===== src/rtl/stb_pkg.sv =====
package stb_pkg;
  localparam int STB_W   = 8;
  localparam int ESB_BIT = 5;
  localparam int MSS_BIT = 6;
  localparam int PON_BIT = 7;

  typedef enum logic [1:0] {
    RD_NONE  = 2'd0,
    RD_ESR   = 2'd1,
    RD_POLL  = 2'd2,
    RD_QUERY = 2'd3
  } rdSel_t;

  typedef struct packed {
    rdSel_t rdSel;
    logic   esrClr;
    logic   ponSet;
    logic   enaClr;
  } ctrlStrobe_t;
endpackage


===== src/rtl/stb_ctrl.sv =====
module stb_ctrl
  import stb_pkg::*;
(
  input  logic        clk,
  input  logic        rstN,
  input  logic        powerUp,
  input  logic        pwrClrOn,
  input  logic        stbQuery,
  input  logic        serialPoll,
  input  logic        stdEventRd,
  input  logic        mss,
  output ctrlStrobe_t strobes,
  output logic        rqs
);
  logic mssPrev;
  logic mssRise;
  logic pollAct;

  // one read served per cycle: event register, then poll, then query
  always_comb begin
    strobes = '0;
    if (stdEventRd)      strobes.rdSel = RD_ESR;
    else if (serialPoll) strobes.rdSel = RD_POLL;
    else if (stbQuery)   strobes.rdSel = RD_QUERY;
    else                 strobes.rdSel = RD_NONE;
    strobes.esrClr = stdEventRd;
    strobes.ponSet = powerUp;
    strobes.enaClr = powerUp & pwrClrOn;
  end

  assign mssRise = mss & ~mssPrev;
  assign pollAct = (strobes.rdSel == RD_POLL);

  always_ff @(posedge clk or negedge rstN) begin
    if (!rstN) begin
      mssPrev <= 1'b0;
      rqs     <= 1'b0;
    end else begin
      mssPrev <= mss;
      rqs     <= (rqs & ~pollAct) | mssRise;
    end
  end

  AST_RQS_ON_RISE: assert property (@(posedge clk) disable iff (!rstN)
    $rose(mss) |=> rqs);
  AST_POLL_CLEARS_RQS: assert property (@(posedge clk) disable iff (!rstN)
    (serialPoll && !stdEventRd && !$rose(mss)) |=> !rqs);
  AST_QUERY_KEEPS_RQS: assert property (@(posedge clk) disable iff (!rstN)
    (stbQuery && !serialPoll && !$rose(mss)) |=> (rqs == $past(rqs)));
  AST_ESR_WINS_OVER_POLL: assert property (@(posedge clk) disable iff (!rstN)
    (stdEventRd && serialPoll && rqs) |=> rqs);
endmodule


===== src/rtl/stb_datapath.sv =====
module stb_datapath
  import stb_pkg::*;
(
  input  logic             clk,
  input  logic             rstN,
  input  ctrlStrobe_t      strobes,
  input  logic             rqs,
  input  logic [STB_W-1:0] stdEventSet,
  input  logic             eseWr,
  input  logic [STB_W-1:0] eseWrData,
  input  logic             sreWr,
  input  logic [STB_W-1:0] sreWrData,
  input  logic [4:0]       grpSum,
  input  logic             operSum,
  output logic             mss,
  output logic [STB_W-1:0] readData,
  output logic             readValid
);
  localparam logic [STB_W-1:0] MSS_MASK = ~(STB_W'(1) << MSS_BIT);

  logic [STB_W-1:0] esr;
  logic [STB_W-1:0] ese;
  logic [STB_W-1:0] sre;
  logic [STB_W-1:0] stbCore;
  logic             esb;

  // per-bit latch of the standard event register
  for (genvar i = 0; i < STB_W; i++) begin : g_esr
    logic setBit;
    if (i == PON_BIT) begin : g_pon
      assign setBit = stdEventSet[i] | strobes.ponSet;
    end else begin : g_plain
      assign setBit = stdEventSet[i];
    end
    always_ff @(posedge clk or negedge rstN) begin
      if (!rstN) esr[i] <= 1'b0;
      else       esr[i] <= (esr[i] & ~strobes.esrClr) | setBit;
    end
  end

  always_ff @(posedge clk or negedge rstN) begin
    if (!rstN) begin
      ese <= '0;
      sre <= '0;
    end else begin
      if (eseWr)              ese <= eseWrData;
      else if (strobes.enaClr) ese <= '0;
      if (sreWr)              sre <= sreWrData;
      else if (strobes.enaClr) sre <= '0;
    end
  end

  assign esb     = |(esr & ese);
  assign stbCore = {operSum, 1'b0, esb, grpSum};
  assign mss     = |(stbCore & sre & MSS_MASK);

  always_ff @(posedge clk or negedge rstN) begin
    if (!rstN) begin
      readData  <= '0;
      readValid <= 1'b0;
    end else begin
      readValid <= (strobes.rdSel != RD_NONE);
      unique case (strobes.rdSel)
        RD_ESR:   readData <= esr;
        RD_POLL:  readData <= {stbCore[7], rqs, stbCore[5:0]};
        RD_QUERY: readData <= {stbCore[7], mss, stbCore[5:0]};
        default:  readData <= readData;
      endcase
    end
  end

  AST_PON_SETS_BIT7: assert property (@(posedge clk) disable iff (!rstN)
    strobes.ponSet |=> esr[PON_BIT]);
  AST_ESR_READ_CLEARS: assert property (@(posedge clk) disable iff (!rstN)
    (strobes.esrClr && stdEventSet == '0 && !strobes.ponSet) |=> (esr == '0));
  AST_ENABLE_KEPT: assert property (@(posedge clk) disable iff (!rstN)
    (strobes.ponSet && !strobes.enaClr && !eseWr && !sreWr)
      |=> (ese == $past(ese) && sre == $past(sre)));
  AST_ENABLE_CLEARED: assert property (@(posedge clk) disable iff (!rstN)
    (strobes.enaClr && !eseWr && !sreWr) |=> (ese == '0 && sre == '0));
  AST_READ_VALID: assert property (@(posedge clk) disable iff (!rstN)
    (strobes.rdSel != RD_NONE) |=> readValid);
endmodule


===== src/rtl/stb_srq_unit.sv =====
module stb_srq_unit
  import stb_pkg::*;
(
  input  logic       clk,
  input  logic       rstN,
  input  logic       powerUp,
  input  logic       pwrClrOn,
  input  logic [7:0] stdEventSet,
  input  logic       eseWr,
  input  logic [7:0] eseWrData,
  input  logic       sreWr,
  input  logic [7:0] sreWrData,
  input  logic [4:0] grpSum,
  input  logic       operSum,
  input  logic       stbQuery,
  input  logic       serialPoll,
  input  logic       stdEventRd,
  output logic [7:0] readData,
  output logic       readValid,
  output logic       srq
);
  ctrlStrobe_t strobes;
  logic        rqs;
  logic        mss;

  stb_ctrl i_ctrl (
    .clk        (clk),
    .rstN       (rstN),
    .powerUp    (powerUp),
    .pwrClrOn   (pwrClrOn),
    .stbQuery   (stbQuery),
    .serialPoll (serialPoll),
    .stdEventRd (stdEventRd),
    .mss        (mss),
    .strobes    (strobes),
    .rqs        (rqs)
  );

  stb_datapath i_dp (
    .clk         (clk),
    .rstN        (rstN),
    .strobes     (strobes),
    .rqs         (rqs),
    .stdEventSet (stdEventSet),
    .eseWr       (eseWr),
    .eseWrData   (eseWrData),
    .sreWr       (sreWr),
    .sreWrData   (sreWrData),
    .grpSum      (grpSum),
    .operSum     (operSum),
    .mss         (mss),
    .readData    (readData),
    .readValid   (readValid)
  );

  assign srq = rqs;

  AST_SRQ_AFTER_PON: assert property (@(posedge clk) disable iff (!rstN)
    (srq && !serialPoll) |=> srq);
endmodule


===== config.mk =====
export PLATFORM = sky130hd
export DESIGN_NAME = stb_srq_unit
export DESIGN_NICKNAME = d
export VERILOG_FILES = /design/src/rtl/stb_pkg.sv /design/src/rtl/stb_ctrl.sv /design/src/rtl/stb_datapath.sv /design/src/rtl/stb_srq_unit.sv
export SDC_FILE = /design/constraint.sdc
export NUM_CORES = 1
export LEC_CHECK = 0
export BUFFER_PORTS_ARGS = -buffer_cell sky130_fd_sc_hd__buf_2
export CAP_MARGIN = 20
export CORE_MARGIN = 2
export CORE_UTILIZATION = 39
export CTS_CLUSTER_SIZE = 16
export DETAILED_ROUTE_END_ITERATION = 7
export SLEW_MARGIN = 20
export SYNTH_ARGS = -nofsm -noshare
export SYNTH_HDL_FRONTEND = slang
export SYNTH_SLANG_ARGS = --single-unit

===== constraint.sdc =====
create_clock -name clk -period 2.2 [get_ports clk]
set_input_delay 0.44 -clock clk [delete_from_list [all_inputs] [get_ports clk]]
set_output_delay 0.44 -clock clk [all_outputs]
set_load 0.03 [all_outputs]

* Yosys cells after proc, flatten, opt, wreduce, memory -nomap -nowiden
Index checks and enable logic that the tools add are counted.
** Storage, ports and cells
- Input port bits :: 39
- Output and inout port bits :: 10
- Memories :: 0
- Latch bits :: 0
- Bits in read-only memories :: 0
- Memory bits (writable) :: 0
- Register bits after elaboration :: 35
** Cells by class
- $mul :: 0
- Multiplexer cells :: 7
- Shift operators :: 0
- Div/mod/pow operators :: 0
- Add/subtract/negate cells :: 0
- Equal/unequal tests :: 3
- Bitwise logic cells :: 26
- Magnitude comparators :: 0
- Reduce and logical (&&, ||, !) cells :: 6
** Operators by type and width (count)
- two-way mux 8 bit :: 3
- case mux 8 bit (3 select lines) :: 1
- AND 8 bit :: 2
- AND 1 bit :: 11
- bitwise OR 1 bit :: 10
- OR reduction 8 bit :: 1
- OR reduction 7 bit :: 1
- two-way mux 2 bit :: 3
- nonzero test 2 bit :: 3
- == test 2 bit, second input constant :: 2
- inverter 1 bit :: 3
- nonzero test 3 bit :: 1
- == test 2 x 1 -> 1 bit, second input constant :: 1

* Logic depth before layout (Yosys ltp)
Gate-level depths: netlist of run 1.
- Depth in word-level cells :: 7
- Mapped depth :: 4
- Gate-level depth less buffers :: 4

* Hierarchy
A second synthesis of run 1 with hierarchy kept.
** Unflattened totals
- Cell total of the unflattened synthesis :: 136
- Area total of the unflattened synthesis :: 1463.9 µm²
** Modules (own cells, without submodules)
- stb_datapath :: cells each 124, area each 1353.8 µm², seq. area each 800.8 µm², times used 1
- stb_ctrl :: cells each 12, area each 110.1 µm², seq. area each 50.0 µm², times used 1

* Worst setup path before layout of run 1
OpenSTA, ideal clock, no wires.
- Path type :: input to register
- From :: input port stdEventRd
- To :: register i_dp.readData[3]
- Stages :: 3
- Slack :: 1.077 ns
- Path buffers :: 2
- Data arrival time :: 0.988 ns
- Data required time :: 2.065 ns
- Setup time :: 0.135 ns
- Cells stage by stage :: buf_2 -> clkbuf_1 -> o21ai_0
** Between the ends
- Word-level cells in the longest chain between the ends :: 3
** Ends and longest elaborated chain
- start, declared :: line stb_srq_unit.sv:17 : input logic stdEventRd,
- two-way mux 2 bit (*) :: line stb_ctrl.sv:22 : if (stdEventRd) strobes.rdSel = RD_ESR;
- == test 2 bit / == test 2 x 1 -> 1 bit (equally long branches) :: line stb_datapath.sv:63 : unique case (strobes.rdSel)
- case mux 8 bit (3 select lines) / nonzero test 3 bit (equally long branches)
- end signal, assigned :: line stb_datapath.sv:64 : RD_ESR: readData <= esr;
- end signal, assigned :: line stb_datapath.sv:65 : RD_POLL: readData <= {stbCore[7], rqs, stbCore[5:0]};
- end signal, assigned :: line stb_datapath.sv:66 : RD_QUERY: readData <= {stbCore[7], mss, stbCore[5:0]};
- end, declared :: line stb_datapath.sv:16 : output logic [STB_W-1:0] readData,
Mark *: on every way between the ends. The rest lies on a longest branch, timed or not.
A chain may end at the register's enable or synchronous reset.

* Final worst setup path of run 1
- From :: register i_dp.readData[4]
- To :: output port readData[4]
** RTL lines
- end, declared :: line stb_srq_unit.sv:18 : output logic [7:0] readData,
No word-level cell between the ends.

==> results.ini, run 1 <==
[drt]
routed-via-count = 1149
wl_mm = 3.16
first_pass_iters = 4
drt-vias-per-instance = 4.91
final_antenna_net_count = 0
wl_per_cell_um = 13.5
drtIter0Drc = 70
drc = 0

[timing]
hold_slack_ns = 0.158
period_share_pct = 61.2
tightest_slew_ns = 0.744
tns_ns = 0
skew_ns = 0.00680
post-route-min-period_ns = 1.35
hold_violations = 0
slew_violations = 0
fmax_mhz = 743
rsz0062_at_grt = no
setup_viol_count_final = 0
slew_headroom_pct = 50.4

[cts]
cts_tree = done
ctsHoldBuffers = 0
postCtsResizedCells = 0
cts_buffer_depth = 2
clkLatencyLatePin_ns = 0.33
cts_buffers = 5
post-cts-setup-buffers = 0
htreeDepth = 2
root_buffer = clkbuf_4
path_clk_slew_ns = 0.10
clock_sinks = 34

[global_route]
grt_max_degree = 35
overflow = 0
antenna_found_initial = 0
grt_usage_pct = 17.9
grt_pass1_vias = 1218
grt_pass1_wl_mm = 5.56

[synthesis]
yosysWarnings = 0
synth-xor-area-share_pct = 0
synth_adder_area_share_pct = 0
ys_seq_area_share_pct = 59.5
synth_nets = 178
synth.avg_cell_area_sq_um = 10.3
synth_top_cell_area_share_pct = 59.5
synth_seq_cells = 34
yosysTopAreaCell = dfrtp_1
mappedNetlistArea_sq_um = 1430
syn_inst = 139
synthTopCellsByArea = dfrtp_1, nand2_1, o21ai_0
synth_compound_area_share_pct = 19.6
synthSimpleGateAreaFrac_pct = 13.7
synth_cell_types = 21
synth_top_family_by_area = compound AO/OA/AOI/OAI gates
muxShareOfSynthArea_pct = 4.90

[die]
ios = 49
dieArea_sq_um = 4170
core_sq_um = 3420
rows = 21
die_h_um = 64.6
initial_core_util_pct = 41.9
die_x_um = 64.6

[run]
cap_violations = 0

[critical_path]
cp-end-kind = output pin
cp_cell_sequence = buf_2
slowest_delay_ns = 0.40
critical_path_arrival_ns = 0.91
cp.required_ns = 1.76
r2r_start = i_dp.esr[2]$_DFF_PN0_
crit_family = flip-flops
cp_max_fo = 2
r2r_cells = 4
r2r-end = i_dp.readData[6]$_DFFE_PN0P_
cp-start-kind = flop
r2r_slack_ns = 0.91
worstSetupPathType = reg2out
critPathBufInv = 1
crit_path_top_delay_cell = dfrtp_1

[pwr]
p_leak_nw = 0.853
power.density_nw_per_um2 = 719
vdd_drop_max_uv = 290

[finish]
finish.utilization_pct = 51.1
fin_cells = 234
drive_above_1_share_pct = 30.9
final_net_count = 227
area_delta_synth_final_pct = 22.1
diodes = 0
fillers = 358

[outcome]
status = finished clean

[placed_design]
hpwl_mm = 2.37
placed_cells = 227
port_buffers = 47
place_congestion = 0.744

[worst_hold_path]
min_path_type = in2async

-- report_power, final --
part	total [mW]	leakage, nW	switching, mW	internal [mW]
Sequential	0.716	0.396	0.0350	0.681
Clock	0.314	0.0254	0.193	0.120
Combinational	0.227	0.432	0.141	0.0864
-- routing by layer --
metal	share of wire (%)	routed length (um)	GRT usage (%)
met4	1.4	44	5.59
met5	0	0	0
met1	47	1490	23.3
met3	7.2	228	6.42
met2	44	1400	28.0
-- final cells by class --
class	instances	area, sq um	area share, %
well taps	46	57.6	3.30
clock buffers	7	45.0	2.58
multi-input cells	97	547	31.3
repair buffers	47	235	13.5
inverters	3	11.3	0.645
flip-flops and latches	34	851	48.7
-- logic make-up after synthesis --
| family | Yosys count |
|---|---|
| multiplexers | 7 |
| AND/OR/NAND/NOR | 47 |
| flip-flops | 34 |
| buffers and inverters | 8 |
| AO/OA/AOI/OAI | 43 |
-- worst register-to-register path, delay by kind of cell (launching register included) --
family           cells  cell delay (ns)
flip-flops           1             0.42
AND/OR/NAND/NOR      1             0.17
AO/OA/AOI/OAI        3             0.58
-- placed cells by master (no fill, tap or decap) --
master	count
a21oi_4	1
nor2_1	1
nand2_1	40
o21ai_0	24
a22oi_2	1
a211o_1	1
or2_4	1
nor2_4	1
a21o_1	7
inv_2	1
dfrtp_1	34
a21oi_2	1
mux2i_1	7
buf_2	47
and2_1	1
a22oi_1	7
clkbuf_4	5
clkbuf_1	2
nand3_1	2
nand4_1	1
o32ai_1	1
inv_1	2
-- synthesized netlist by cell type --
cell and count:
mux2i_1 7, nor2_4 1, nor2_1 1, a22oi_1 7
a21oi_2 1, o21ai_0 24, inv_2 1, nand2_1 40
dfrtp_1 34, or2_4 1, inv_1 2, o32ai_1 1
clkbuf_1 3, nand4_1 1, a211o_1 1, nand3_1 2
buf_2 2, a21oi_4 1, and2_1 1, a22oi_2 1
a21o_1 7
-- sequential cells by signal, indices dropped and copies added (netlist names) --
register	flops
i_dp.readValid	1
i_dp.sre	7
i_dp.ese	8
i_ctrl.rqs	1
i_dp.esr	8
i_ctrl.mssPrev	1
i_dp.readData	8
-- worst max path at each step --
stage / slack, ns / cells past startpoint / endpoint / start
after global routing: 0.79 / 1 / readData[4] / i_dp.readData[4]$_DFFE_PN0P_
after CTS: 0.84 / 1 / srq / i_ctrl.rqs$_DFF_PN0_
after detailed placement: 0.85 / 5 / i_dp.readData[6]$_DFFE_PN0P_ / grpSum[2]
after floorplan: 1.08 / 3 / i_dp.readData[3]$_DFFE_PN0P_ / stdEventRd
final: 0.85 / 1 / readData[4] / i_dp.readData[4]$_DFFE_PN0P_
after global placement: 0.88 / 5 / i_dp.readData[6]$_DFFE_PN0P_ / grpSum[2]
-- per-stage QoR --
| stage | total power, mW | setup slack (ns) | instance area (sq um) |
|---|---|---|---|
| global placement | 0.950 | 0.879 | 1700 |
| detailed placement | 0.960 | 0.850 | 1700 |
| global route | 1.35 | 0.786 | 1750 |
| finish | 1.26 | 0.854 | 1750 |
| floorplan | 0.858 | 1.08 | 1430 |
| CTS | 1.27 | 0.837 | 1750 |
Note: power is estimated with default switching activity, not from simulation.
==> inputs of run 2 (changes only) <==
--- a/config.mk
+++ b/config.mk
@@ -5,6 +5,7 @@
 export SDC_FILE = /design/constraint.sdc
 export NUM_CORES = 1
 export LEC_CHECK = 0
+export ABC_AREA = 1
 export BUFFER_PORTS_ARGS = -buffer_cell sky130_fd_sc_hd__buf_2
 export CAP_MARGIN = 20
 export CORE_MARGIN = 2
==> constraint.sdc (replaced) <==
create_clock -name clk -period 1.4 [get_ports clk]
set_input_delay 0.28 -clock clk [delete_from_list [all_inputs] [get_ports clk]]
set_output_delay 0.28 -clock clk [all_outputs]
set_load 0.03 [all_outputs]
==> results.ini, run 2 <==
[outcome]
status = finished clean

[synthesis]
ys_seq_area_share_pct = 57.3  ; -2.2 points
synth_nets = 207  ; +16%
synth_seq_cells = 34  ; unchanged
ys_async_sr_fraction_pct = 100  ; unchanged
synth_common_cells = nand2_1, dfrtp_1, nand3_1
synth-edff-count = 0  ; unchanged
muxShareOfSynthArea_pct = 0  ; -4.9 points
yosysTopAreaCell = dfrtp_1
synth_adder_area_share_pct = 0  ; unchanged
synth.avg_cell_area_sq_um = 8.83  ; -14%
synth_top_cell_area_share_pct = 57.3  ; -2.2 points
ys.flop_type = dfrtp_1
mappedNetlistArea_sq_um = 1480  ; +3.8%
synth_compound_area_share_pct = 9.53  ; -10 points
syn_inst = 168  ; +21%
synth_top_family_by_area = simple AND/OR/NAND/NOR gates
synthTopCellsByArea = dfrtp_1, nand2_1, nand3_1
synthSimpleGateAreaFrac_pct = 27.2  ; +13 points
synth_cell_types = 21  ; unchanged
synth-xor-area-share_pct = 0  ; unchanged
yosysWarnings = 0  ; unchanged
synth_most_common_cell = nand2_1

[cts]
cts_buffers = 5  ; unchanged
ctsHoldBuffers = 0  ; unchanged
clock_sinks = 34  ; unchanged
cts_tree = done
postCtsResizedCells = 0  ; unchanged
cts_buffer_depth = 2  ; unchanged
clkLatencyLatePin_ns = 0.29  ; -0.04 ns
path_clk_slew_ns = 0.07  ; -0.03 ns
root_buffer = clkbuf_8
htreeDepth = 2  ; unchanged
post-cts-setup-buffers = 0  ; unchanged

[finish]
diodes = 0  ; unchanged
final_net_count = 258  ; +14%
layout_commonest_cell = nand2_1
finish.utilization_pct = 51.1  ; -0.076 points
area_delta_synth_final_pct = 26.0
drive_above_1_share_pct = 29.5  ; -1.3 points
final_cell_mix = nand2_1, buf_2, dfrtp_1, nand3_1, inv_1
largestRegisters = i_dp.ese (8), i_dp.esr (8), i_dp.readData (8)

[pwr]
vdd_drop_max_uv = 595  ; +100%
power_frac_seq_pct = 47.2  ; -9.7 points
p_sw_share_pct = 27.2  ; -2.2 points
p_switching_mw = 0.648  ; +76%
power.density_nw_per_um2 = 1270  ; +77%
power.internal_mw = 1.73  ; +95%
p_leak_nw = 1.02  ; +19%
p_comb_share_pct = 15.8  ; -2.3 points
clkPwrFrac_pct = 37.0  ; +12 points

[timing]
slew_violations = 0  ; unchanged
fmax_mhz = 863
tightest_slew_ns = 0.459  ; -0.285 ns
slew_headroom_pct = 69.3  ; +19 points
hold_violations = 0  ; unchanged
rsz0062_at_grt = no
skew_ns = 0.00695  ; +0.000153 ns
hold_slack_ns = 0.0101  ; -0.148 ns
tns_ns = 0  ; unchanged
setup_viol_count_final = 0  ; unchanged
post-route-min-period_ns = 1.16
period_share_pct = 82.8

[die]
ios = 49  ; unchanged
die_x_um = 65.7  ; +1.8%
core_sq_um = 3660  ; +7.2%
dieArea_sq_um = 4310  ; +3.5%
rows = 22  ; +4.8%
die_h_um = 65.7  ; +1.8%
initial_core_util_pct = 40.5  ; -1.3 points

[critical_path]
cp_cell_sequence = buf_2
slowest_delay_ns = 0.40  ; about the same
cp-end-kind = output pin
worstSetupPathType = reg2out
cp.required_ns = 1.12  ; -0.64 ns
cp-start-kind = flop
crit_path_top_delay_cell = dfrtp_1
crit_family = flip-flops
cp_max_fo = 3  ; +1
critical_path_arrival_ns = 0.88  ; -0.03 ns
critPathBufInv = 1  ; unchanged

[worst_hold_path]
min_path_type = in2async

[drt]
wl_per_cell_um = 11.9  ; -12%
drc = 0  ; unchanged
routed-via-count = 1253  ; +9.1%
wl_mm = 3.19  ; +1.0%
drt-vias-per-instance = 4.68  ; -4.8%
first_pass_iters = 4  ; unchanged
drtIter0Drc = 80  ; +14%
final_antenna_net_count = 0  ; unchanged

[global_route]
grtUsageMet2_pct = 25.9  ; -2.1 points
grt_usage_pct = 16.6  ; -1.3 points
grt_pass1_vias = 1207  ; -0.90%
grt_use_met1_pct = 19.9  ; -3.5 points
use_met3_pct = 5.99  ; -0.43 points
grt_max_degree = 35  ; unchanged
busiest_layer = met2
antenna_found_initial = 0  ; unchanged
grt_pass1_wl_mm = 5.31  ; -4.6%
overflow = 0  ; unchanged

[placed_design]
hpwl_mm = 2.44  ; +2.9%
place_congestion = 0.793  ; +6.7%
port_buffers = 47  ; unchanged

[run]
cap_violations = 0  ; unchanged

## run 2: cell count changes in the layout (fill, tap and decap cells not counted), moves of 4 or more
cell | previous run | this run
inv_1 | 2 | 12
nand2_1 | 40 | 68
a21o_1 | 7 | 2
nor2_1 | 1 | 5
o21ai_0 | 24 | 3
o211ai_1 | 0 | 5
a22oi_1 | 7 | 0
mux2i_1 | 7 | 0
clkbuf_8 | 0 | 5
clkbuf_4 | 5 | 0
nand3_1 | 2 | 17
o21bai_1 | 0 | 5
## run 2: kinds of logic (layout without fill, tap and decap cells)
logic type | count (synthesis) | after routing
compound gates | 20 | 20
simple gates | 94 | 94
flops | 34 | 34
buf+inv | 20 | 72
## run 2: area by class of cell
class,instances,area (sq um)
fill,350,1790
sequential,34,851
multi-input combinational,114,544
timing repair buffer,48,243
clock buffer,5,68.8
inverter,16,62.6
tap,48,60.1
clock inverter,3,40.0
## run 2: final timing paths
| check | slack [ns] | cells after the start | end | from |
|---|---|---|---|---|
| min in group clk | 0.16 | 2 | i_dp.esr[6]$_DFF_PN0_ | stdEventSet[6] |
| min | 0.01 | 2 | i_dp.esr[7]$_DFF_PN0_ | rstN |
| min reg2reg | 0.50 | 2 | i_dp.readData[2]$_DFFE_PN0P_ | i_dp.readData[2]$_DFFE_PN0P_ |
| max in group asynchronous | 1.09 | 2 | i_dp.readData[1]$_DFFE_PN0P_ | rstN |
| max | 0.24 | 1 | srq | i_ctrl.rqs$_DFF_PN0_ |
| max reg2reg | 0.27 | 8 | i_dp.readData[6]$_DFFE_PN0P_ | i_dp.esr[6]$_DFF_PN0_ |
## run 2: metrics by stage
step | cells | power (mW) | instance area [sq um] | worst slack [ns]
2_1_floorplan | 168 | 1.37 | 1480 | 0.404
3_3_place_gp | 260 | 1.52 | 1760 | 0.222
3_5_place_dp | 260 | 1.52 | 1760 | 0.214
4_1_cts | 268 | 2.41 | 1870 | 0.236
5_1_grt | 268 | 2.50 | 1870 | 0.172
6_report | 268 | 2.38 | 1870 | 0.241
## run 2: routing by layer
metal / part of all wire, % / up-vias
met5: 0 / -
met4: 2.3 / 0
met3: 7.2 / 5
met2: 46 / 34
met1: 44 / 580
li1: - / 634
## run 2: power groups by stage
stage | Clock [mW] | Sequential (mW) | Combinational, mW
2_1_floorplan | 0 | 1.20 | 0.170
3_3_place_gp | 0 | 1.14 | 0.374
3_5_place_dp | 0 | 1.14 | 0.382
4_1_cts | 0.907 | 1.13 | 0.382
5_1_grt | 0.950 | 1.14 | 0.419
6_report | 0.881 | 1.12 | 0.376
